===== config.mk =====
export PLATFORM = sky130hd
export DESIGN_NAME = bmdma_regs
export DESIGN_NICKNAME = d
export VERILOG_FILES = /design/src/rtl/bmdma_pkg.sv /design/src/rtl/bmdma_cmd_reg.sv /design/src/rtl/bmdma_stat_reg.sv /design/src/rtl/bmdma_ptr_reg.sv /design/src/rtl/bmdma_regs.sv
export SDC_FILE = /design/constraint.sdc
export NUM_CORES = 1
export LEC_CHECK = 0
export BUFFER_PORTS_ARGS = -buffer_cell sky130_fd_sc_hd__clkbuf_2
export CAP_MARGIN = 20
export CELL_PAD_IN_SITES_DETAIL_PLACEMENT = 0
export CELL_PAD_IN_SITES_GLOBAL_PLACEMENT = 1
export CORE_MARGIN = 1.5
export CORE_UTILIZATION = 39
export DETAILED_ROUTE_END_ITERATION = 12
export GPL_TIMING_DRIVEN = 1
export PLACE_DENSITY = 0.78
export SLEW_MARGIN = 30
export SYNTH_ARGS = -nofsm -noshare
export SYNTH_HDL_FRONTEND = slang
export SYNTH_SLANG_ARGS = --single-unit

===== constraint.sdc =====
create_clock -name clk -period 1.7 [get_ports clk]
set_clock_uncertainty 0.1 [all_clocks]
set_input_delay 0.255 -clock clk [delete_from_list [all_inputs] [get_ports clk]]
set_output_delay 0.255 -clock clk [all_outputs]
set_load 0.02 [all_outputs]

===== src/rtl/bmdma_pkg.sv =====
package bmdma_pkg;
  localparam int BYTE_W   = 8;
  // status bit positions (software decodes these)
  localparam int ST_ACT   = 0;
  localparam int ST_ERR   = 1;
  localparam int ST_IRQ   = 2;
  localparam int ST_FLG0  = 3;
  localparam int ST_FLG1  = 4;
  localparam int ST_CAP0  = 5;
  localparam int ST_CAP1  = 6;
  // command bit positions
  localparam int CM_RUN   = 0;
  localparam int CM_DIR   = 3;
  // completion pattern on status 2:0
  localparam logic [2:0] GOOD_END = 3'b100;
endpackage


===== src/rtl/bmdma_cmd_reg.sv =====
module bmdma_cmd_reg (
  input  logic clk,
  input  logic rst_n,
  input  logic wr,
  input  logic run_in,
  input  logic dir_in,
  output logic run_q,
  output logic dir_q
);
  logic run_d, dir_d;

  always_comb begin
    run_d = run_q;
    dir_d = dir_q;
    if (wr) begin
      run_d = run_in;
      dir_d = dir_in;
    end
  end

  always_ff @(posedge clk or negedge rst_n) begin
    if (!rst_n) begin
      run_q <= 1'b0;
      dir_q <= 1'b0;
    end else begin
      run_q <= run_d;
      dir_q <= dir_d;
    end
  end


  run_follow_chk: assert property (@(posedge clk) disable iff (!rst_n)
    wr |=> (run_q == $past(run_in)) && (dir_q == $past(dir_in)));
endmodule


===== src/rtl/bmdma_stat_reg.sv =====
module bmdma_stat_reg
  import bmdma_pkg::*;
(
  input  logic              clk,
  input  logic              rst_n,
  input  logic              wr,
  input  logic              clr_err,
  input  logic              clr_irq,
  input  logic [1:0]        cap_in,
  input  logic              run_set,
  input  logic              run_clr,
  input  logic              ev_err,
  input  logic              ev_irq,
  input  logic [1:0]        flag_in,
  output logic [BYTE_W-1:0] status
);
  logic act_q, err_q, irq_q;
  logic act_d, err_d, irq_d;
  logic [1:0] flg_q, cap_q, cap_d;

  always_comb begin
    act_d = act_q;
    if (run_set)      act_d = 1'b1;
    else if (run_clr) act_d = 1'b0;
    err_d = err_q;
    if (ev_err)                err_d = 1'b1;
    else if (wr && clr_err)    err_d = 1'b0;
    irq_d = irq_q;
    if (ev_irq)                irq_d = 1'b1;
    else if (wr && clr_irq)    irq_d = 1'b0;
    cap_d = wr ? cap_in : cap_q;
  end

  always_ff @(posedge clk or negedge rst_n) begin
    if (!rst_n) begin
      act_q <= 1'b0;
      err_q <= 1'b0;
      irq_q <= 1'b0;
      flg_q <= 2'b00;
      cap_q <= 2'b00;
    end else begin
      act_q <= act_d;
      err_q <= err_d;
      irq_q <= irq_d;
      flg_q <= flag_in;
      cap_q <= cap_d;
    end
  end

  always_comb begin
    status          = '0;
    status[ST_ACT]  = act_q;
    status[ST_ERR]  = err_q;
    status[ST_IRQ]  = irq_q;
    status[ST_FLG0] = flg_q[0];
    status[ST_FLG1] = flg_q[1];
    status[ST_CAP0] = cap_q[0];
    status[ST_CAP1] = cap_q[1];
  end


  err_wins_chk: assert property (@(posedge clk) disable iff (!rst_n)
    ev_err |=> status[ST_ERR]);

  irq_wins_chk: assert property (@(posedge clk) disable iff (!rst_n)
    ev_irq |=> status[ST_IRQ]);

  err_hold_chk: assert property (@(posedge clk) disable iff (!rst_n)
    (status[ST_ERR] && !(wr && clr_err)) |=> status[ST_ERR]);
endmodule


===== src/rtl/bmdma_ptr_reg.sv =====
module bmdma_ptr_reg
  import bmdma_pkg::*;
#(
  parameter int NBYTES = 4,
  localparam int PW    = NBYTES * BYTE_W
) (
  input  logic              clk,
  input  logic              rst_n,
  input  logic [NBYTES-1:0] byte_we,
  input  logic [BYTE_W-1:0] wdata,
  input  logic              lock,
  output logic [PW-1:0]     ptr
);
  logic [PW-1:0] ptr_d;

  for (genvar i = 0; i < NBYTES; i++) begin : g_lane
    logic [BYTE_W-1:0] lane_in;
    if (i == 0) begin : g_low
      assign lane_in = {wdata[BYTE_W-1:2], 2'b00};
    end else begin : g_hi
      assign lane_in = wdata;
    end
    always_comb begin
      ptr_d[i*BYTE_W +: BYTE_W] = ptr[i*BYTE_W +: BYTE_W];
      if (byte_we[i] && !lock) ptr_d[i*BYTE_W +: BYTE_W] = lane_in;
    end
  end

  always_ff @(posedge clk or negedge rst_n) begin
    if (!rst_n) ptr <= '0;
    else        ptr <= ptr_d;
  end


  ptr_lock_chk: assert property (@(posedge clk) disable iff (!rst_n)
    lock |=> $stable(ptr));
endmodule


===== src/rtl/bmdma_regs.sv =====
module bmdma_regs
  import bmdma_pkg::*;
#(
  parameter int ADDR_W   = 3,
  parameter int PTR_W    = 32,
  parameter int CMD_OFS  = 0,
  parameter int STAT_OFS = 2,
  parameter int PTR_OFS  = 4,
  localparam int PTR_BYTES = PTR_W / BYTE_W
) (
  input  logic              clk,
  input  logic              rst_n,
  input  logic [ADDR_W-1:0] host_addr,
  input  logic              host_wr,
  input  logic [7:0]        host_wdata,
  output logic [7:0]        host_rdata,
  output logic              eng_start,
  output logic              eng_to_mem,
  output logic [PTR_W-1:0]  tbl_ptr,
  input  logic              eng_done,
  input  logic              eng_err,
  input  logic              drv_irq,
  input  logic [1:0]        eng_flag,
  output logic              clean_done,
  output logic              keep_wait
);
  logic cmd_we, stat_we, run_set, run_clr;
  logic [PTR_BYTES-1:0] ptr_we;
  logic [BYTE_W-1:0] status;

  assign cmd_we  = host_wr && (host_addr == ADDR_W'(CMD_OFS));
  assign stat_we = host_wr && (host_addr == ADDR_W'(STAT_OFS));
  assign run_set = cmd_we && host_wdata[CM_RUN] && !eng_start;
  assign run_clr = (cmd_we && !host_wdata[CM_RUN]) || eng_done;

  for (genvar i = 0; i < PTR_BYTES; i++) begin : g_we
    assign ptr_we[i] = host_wr && (host_addr == ADDR_W'(PTR_OFS + i));
  end

  bmdma_cmd_reg u_cmd (
    .clk(clk), .rst_n(rst_n), .wr(cmd_we),
    .run_in(host_wdata[CM_RUN]), .dir_in(host_wdata[CM_DIR]),
    .run_q(eng_start), .dir_q(eng_to_mem)
  );

  bmdma_stat_reg u_stat (
    .clk(clk), .rst_n(rst_n), .wr(stat_we),
    .clr_err(host_wdata[ST_ERR]), .clr_irq(host_wdata[ST_IRQ]),
    .cap_in({host_wdata[ST_CAP1], host_wdata[ST_CAP0]}),
    .run_set(run_set), .run_clr(run_clr),
    .ev_err(eng_err), .ev_irq(drv_irq), .flag_in(eng_flag),
    .status(status)
  );

  bmdma_ptr_reg #(.NBYTES(PTR_BYTES)) u_ptr (
    .clk(clk), .rst_n(rst_n), .byte_we(ptr_we), .wdata(host_wdata),
    .lock(status[ST_ACT]), .ptr(tbl_ptr)
  );

  assign clean_done = (status[2:0] == GOOD_END);
  assign keep_wait  = status[ST_FLG0] && status[ST_FLG1];

  always_comb begin
    host_rdata = '0;
    if (host_addr == ADDR_W'(CMD_OFS)) begin
      host_rdata[CM_RUN] = eng_start;
      host_rdata[CM_DIR] = eng_to_mem;
    end
    if (host_addr == ADDR_W'(STAT_OFS)) host_rdata = status;
    for (int i = 0; i < PTR_BYTES; i++) begin
      if (host_addr == ADDR_W'(PTR_OFS + i)) host_rdata = tbl_ptr[i*BYTE_W +: BYTE_W];
    end
  end


  act_rise_chk: assert property (@(posedge clk) disable iff (!rst_n)
    run_set |=> status[ST_ACT]);

  act_stop_chk: assert property (@(posedge clk) disable iff (!rst_n)
    (eng_done && !run_set) |=> !status[ST_ACT]);
endmodule


==> results.py, run 1 <==
metrics = {
    "yosys": {
        "ys.flop_type": "dfrtp_1",
        "synth_top_area_share_pct": 50.36,
        "synth_cells": 148,
        "yosys-top-cells-area": "dfrtp_1 (50%), mux2_2 (21%), mux2i_1 (4.1%)",
        "async_reset_ff_share_pct": 100.0,
        "yosysSeqAreaShare_pct": 50.36,
        "synth.distinct_cells": 32,
        "ys_ff_latch": 39,
        "yosys.area.top_type": "dfrtp_1",
        "synth_edf_count": 0,
        "syn_area_mm2": 0.001938,
        "yosys-top-cells-count": "dfrtp_1 (39), mux2_2 (36), mux2i_1 (8), buf_4 (6)",
        "syn_avg_cell_area_um2": 13.10,
        "synth.most_common_cell": "dfrtp_1",
        "yosysWarnings": 0,
    },
    "clock_tree": {
        "cts_tree": "yes",
        "clk_latency_ps": 290,
        "htree_levels": 2,
        "cts_buffer_depth": 2,
        "cts_root_buffer": "clkbuf_8",
        "numClockSinks": 39,
        "cts_buffers": 5,
        "clk_pin_slew_worst_paths_ps": 80,
    },
    "power_and_ir_drop": {
        "p_clk_share_pct": 21.0,
        "ir_worst_vdd_v": 0.0006050,
        "switching_share_pct": 34.47,
        "comb_power_share_pct": 36.5,
        "p_seq_share_pct": 42.5,
        "p_leak_nw": 1.379,
        "power.density_mw_per_mm2": 1040,
        "switching_power_mw": 1.009,
        "internal_power_mw": 1.917,
    },
    "timing": {
        "final.min_clock_period_ps": 1790,
        "fin_ws_ps": -89.57,
        "max-slew-margin-rel_pct": 63.86,
        "drv_slew": 0,
        "setup_viol": 5,
        "fin_crit_sh_pct": 105.3,
        "tightest_slew_ps": 542.1,
        "fmax_mhz": 558.8,
        "tns_ps": -249.4,
        "holdWs_ps": 43.54,
        "rsz0062_at_grt": "true",
        "finalHoldViolations": 0,
    },
    "die": {
        "io_pins": 63,
        "initial_core_util_pct": 40.76,
        "dieWidth_um": 73.50,
        "die_h_um": 73.50,
        "rows": 25,
        "core_mm2": 0.004755,
        "die_area_mm2": 0.005402,
    },
    "detailed_routing": {
        "drcViolationCount": 0,
        "avgRoutedWirePerCell_um": 15.34,
        "postRouteAntennaNets": 0,
        "drt-total-wl_um": 4955,
        "num_vias": 1541,
        "dr.pass1.iters": 3,
        "routed_via_density": 4.771,
        "drt-initial-drc-count": 68,
    },
    "placement": {
        "place_hpwl_um": 3629,
        "port_buffers": 60,
        "place_congestion": 0.8207,
    },
    "global_routing": {
        "antenna_found_initial": 0,
        "grt_pass1_vias": 1608,
        "grt_max_degree": 21,
        "grt_overflow": 0,
        "grt_pass1_wl_um": 7845,
        "grt_usage_pct": 19.47,
    },
    "setup_path": {
        "critPathCaptureType": "output port",
        "path_class": "reg -> out",
        "cp-start-kind": "flop",
        "cp.required_ps": 1340,
        "critPathMaxFanout": 2,
        "cp.arrival_ps": 1430,
    },
    "final_layout": {
        "area_growth_pct": 45.13,
        "diodes": 0,
        "final_layout_size_suffix_gt1_share_pct": 63.67,
        "finish.net_count": 274,
        "fillCellCount": 409,
    },
    "status": {
        "violations": "setup timing",
        "status": "finished with violations",
    },
    "run": {
        "cap_violations": 0,
    },
    "hold_path": {
        "hold_path.class": "in -> reg",
    },
}
[flip-flops by register name, summed over array words and instances (netlist names)]
register,cells
u_stat.cap_q,2
u_stat.err_q,1
u_stat.flg_q,2
u_stat.act_q,1
u_stat.irq_q,1
u_cmd.run_q,1
u_cmd.dir_q,1
u_ptr.ptr,30
[final timing paths]
check	from	end	slack, ps	depth (start not counted)
min in group asynchronous	rst_n	u_ptr.ptr[25]	380	2
min reg2reg	u_stat.cap_q[1]	u_stat.cap_q[1]	430	1
min	eng_err	u_stat.err_q	40	2
max	u_cmd.run_q	host_rdata[0]	-90	4
max in group asynchronous	rst_n	u_ptr.ptr[13]	560	3
max reg2reg	u_stat.act_q	u_ptr.ptr[15]	80	4
[area by class of cell]
cell class | count | area, um^2 | area share, %
clock buffer | 6 | 72.57 | 2.580
tap | 67 | 83.83 | 2.980
inverter | 4 | 15.01 | 0.5338
timing repair buffer | 109 | 726.9 | 25.85
multi-input combinational | 96 | 925.9 | 32.92
sequential | 39 | 975.9 | 34.70
clock inverter | 2 | 12.51 | 0.4448
[cell usage in the layout (no fill, tap or decap), drive strengths merged, types with 4 or more instances in the layout]
master / n
a21o: 4
a21oi: 5
buf: 53
clkbuf: 59
dfrtp: 39
inv: 4
mux2: 36
mux2i: 8
nand2: 5
nand3b: 4
nor3b: 4
[what timing repair did]
| action | in CTS | in global routing |
|---|---|---|
| pin swaps | 4 | 4 |
| endpoints found under the hold margin | 20 | 0 |
| hold buffers | 3 | 0 |
| resized for setup | 15 | 12 |
| setup buffers | 11 | 2 |
| setup endpoints to repair | 13 | 13 |
[worst max-delay path: stages, from the launching register on]
cell and delay (ps):
dfrtp_1 360, or4b_1 430, nand4_1 90, a32o_2 150, buf_8 110
[logic make-up (layout without fill, tap and decap cells)]
group                  count (synthesis)  after routing  share of synthesized area, %
other                                  1              2                        0.1935
and+or+nand+nor                       28             28                         11.75
muxes                                 45             45                         26.21
DFF                                   39             39                         50.36
buffers and inverters                 14            121                         4.066
AOI/OAI and AO/OA                     21             21                         7.424
[power groups by stage]
stage               logic, mW  registers [mW]  clock network, mW
finish                   1.07            1.24              0.614
CTS                      1.04            1.24              0.629
global route             1.15            1.27              0.675
floorplan               0.367            1.45                  0
detailed placement      0.915            1.27                  0
global placement        0.901            1.27                  0
[per-stage QoR]
stage	util [%]	setup slack [ps]	cells	cell area, um^2	power (mW)
after floorplan	-	4.022	149	1942	1.819
after global placement	53.05	-84.88	299	2522	2.175
after detailed placement	53.05	-125.5	299	2522	2.189
after CTS	58.45	-137.6	321	2779	2.915
after global routing	59.16	-158.2	323	2813	3.092
final	59.16	-89.57	323	2813	2.926
[routing by layer]
metal  vias to the layer above  part of all wire, %  global-route usage (%)
li1                        746                    -                       -
met1                       753                   47                   27.12
met2                        38                   48                   30.83
met3                         4                  4.1                   4.252
met4                         0                 0.81                   4.938
met5                         -                    0                       0
(Power assumes the default switching activity.)
==> run 2, diff against run 1 <==
CELL_PAD_IN_SITES_DETAIL_PLACEMENT = default   (was 0)
CELL_PAD_IN_SITES_GLOBAL_PLACEMENT = default   (was 1)
CORE_MARGIN = 5   (was 1.5)
CORE_UTILIZATION = 50   (was 39)
PLACE_DENSITY = 0.79   (was 0.78)
==> run 2 against run 1 <==
Compared with the run above: the run still ends with setup timing left; global-route usage rose by 2.0 points; utilization up 14 points; sequential share of layout area rose by 1.0 points; worst hold slack improved by 8.1 ps; sequential cell count did not move; combinational power is essentially flat; clock power fell by 9.1%; power down 2.1%; fmax decreased by 0.20%; critical endpoint unchanged; largest cell class unchanged; largest power group unchanged; highest routed layer unchanged.
==> results.py, run 2 (synthesis gave the netlist of run 1 again) <==
metrics = {
    "status": {
        "status": "finished with violations",
        "violations": "setup timing",
    },
    "power_and_ir_drop": {
        "ir_worst_vdd_v": 0.0006746,
        "total_power_mw": 2.865,
        "p_leak_nw": 1.339,
        "power.density_mw_per_mm2": 1049,
    },
    "die": {
        "initial_core_util_pct": 52.15,
        "core_mm2": 0.003716,
        "die_h_um": 72.26,
        "rows": 22,
        "io_pins": 63,
        "dieWidth_um": 72.26,
        "die_area_mm2": 0.005222,
    },
    "final_layout": {
        "reg_top3": "u_ptr.ptr: 30 flops, u_stat.cap_q: 2 flops, u_stat.flg_q: 2 flops",
        "area_growth_pct": 40.99,
        "final_layout_size_suffix_gt1_share_pct": 62.04,
        "largest-register": "u_ptr.ptr",
        "final_cell_mix": "clkbuf_2 (50), buf_4 (40), dfrtp_1 (39)",
        "fin_util_pct": 73.54,
        "final_common_cell": "clkbuf_2",
        "largest_register_ffs": 30,
        "diodes": 0,
        "finish.net_count": 265,
    },
    "hold_path": {
        "hold_path.class": "in -> reg",
    },
    "timing": {
        "fin_crit_sh_pct": 105.5,
        "max-slew-margin-rel_pct": 65.54,
        "drv_slew": 0,
        "tightest_slew_ps": 517.0,
        "finalHoldViolations": 0,
        "final.min_clock_period_ps": 1793,
        "rsz0062_at_grt": "true",
        "tns_ps": -317.2,
        "fmax_mhz": 557.7,
        "fin_ws_ps": -93.10,
        "setup_viol": 5,
    },
    "clock_tree": {
        "cts_buffers": 5,
        "htree_levels": 2,
        "clk_pin_slew_worst_paths_ps": 70,
        "cts_buffer_depth": 2,
        "clk_latency_ps": 280,
        "cts_root_buffer": "clkbuf_8",
        "numClockSinks": 39,
        "cts_tree": "yes",
    },
    "detailed_routing": {
        "drcViolationCount": 0,
        "drt-total-wl_um": 5362,
        "postRouteAntennaNets": 0,
        "drt-initial-drc-count": 119,
        "avgRoutedWirePerCell_um": 18.30,
        "num_vias": 1569,
        "routed_via_density": 5.355,
        "dr.pass1.iters": 4,
    },
    "placement": {
        "port_buffers": 60,
        "place_hpwl_um": 3870,
        "place_congestion": 0.8562,
    },
    "global_routing": {
        "grt_usage_pct": 21.47,
        "grt_max_degree": 22,
        "grt_pass1_wl_um": 8542,
        "antenna_found_initial": 0,
        "grt_pass1_vias": 1753,
        "grt_overflow": 0,
    },
    "setup_path": {
        "critPathMaxFanout": 2,
        "crit_slowest_cell": "or4b_1",
        "cp-start-kind": "flop",
        "path_class": "reg -> out",
        "path_cells": "or4b_1 > nand4_1 > a32o_2 > buf_8",
        "cp.arrival_ps": 1440,
        "critPathCaptureType": "output port",
        "slowest_delay_ps": 440,
        "cp.required_ps": 1340,
    },
    "run": {
        "cap_violations": 0,
    },
}
run 2: timing repair:
action | 4_1_cts | 5_1_grt
pin swaps | 3 | 5
endpoints found under the hold margin | 20 | 0
setup endpoints to repair | 7 | 14
cloned | 0 | 0
setup buffers | 4 | 3
hold buffers | 3 | 0
gates resized for setup | 13 | 22
run 2: routing by layer:
| layer | up-vias | global-route usage [%] | wire, um |
|---|---|---|---|
| li1 | 730 | - | - |
| met1 | 764 | 25.78 | 2033 |
| met2 | 60 | 36.80 | 2821 |
| met3 | 15 | 4.709 | 344 |
| met4 | 0 | 9.395 | 162 |
| met5 | - | 0 | 0 |
run 2: area by class of cell:
type	count	area, um^2
Fill cell	246	983.4
Sequential cell	39	975.9
Multi-Input combinational cell	96	924.6
Timing Repair Buffer	100	684.4
Clock buffer	6	72.57
Tap cell	48	60.06
Inverter	4	15.01
run 2: path summary, 6_finish.rpt:
kind	slack (ps)	from	depth (start not counted)	end
min in group asynchronous	370	rst_n	2	u_ptr.ptr[17]
min reg2reg	420	u_stat.cap_q[1]	1	u_stat.cap_q[1]
min	50	drv_irq	2	u_stat.irq_q
max	-90	u_cmd.run_q	4	host_rdata[0]
max in group asynchronous	640	rst_n	3	u_stat.cap_q[0]
max reg2reg	120	u_stat.act_q	4	u_ptr.ptr[9]
run 2: critical path: cells and delay by family, from the launching register on:
family / cells / cell delay, ps
buf+inv: 1 / 110
compound gates: 1 / 150
flops: 1 / 350
simple gates: 2 / 540
run 2: through the flow:
| stage | hold WS, ps | cell area [um^2] | instances | setup slack (ps) |
|---|---|---|---|---|
| global route | 52.65 | 2733 | 293 | -144.9 |
| global placement | 126.0 | 2489 | 277 | 2.959 |
| CTS | 47.67 | 2669 | 290 | -120.9 |
| finish | 51.61 | 2733 | 293 | -93.10 |
| detailed placement | 140.8 | 2489 | 277 | -26.05 |
| floorplan | -140.6 | 1942 | 149 | 4.022 |
run 2: report_power, final:
group          internal [mW]  switching [mW]
clock                  0.273           0.285
sequential              1.11           0.139
combinational          0.492           0.564
total                   1.88           0.987
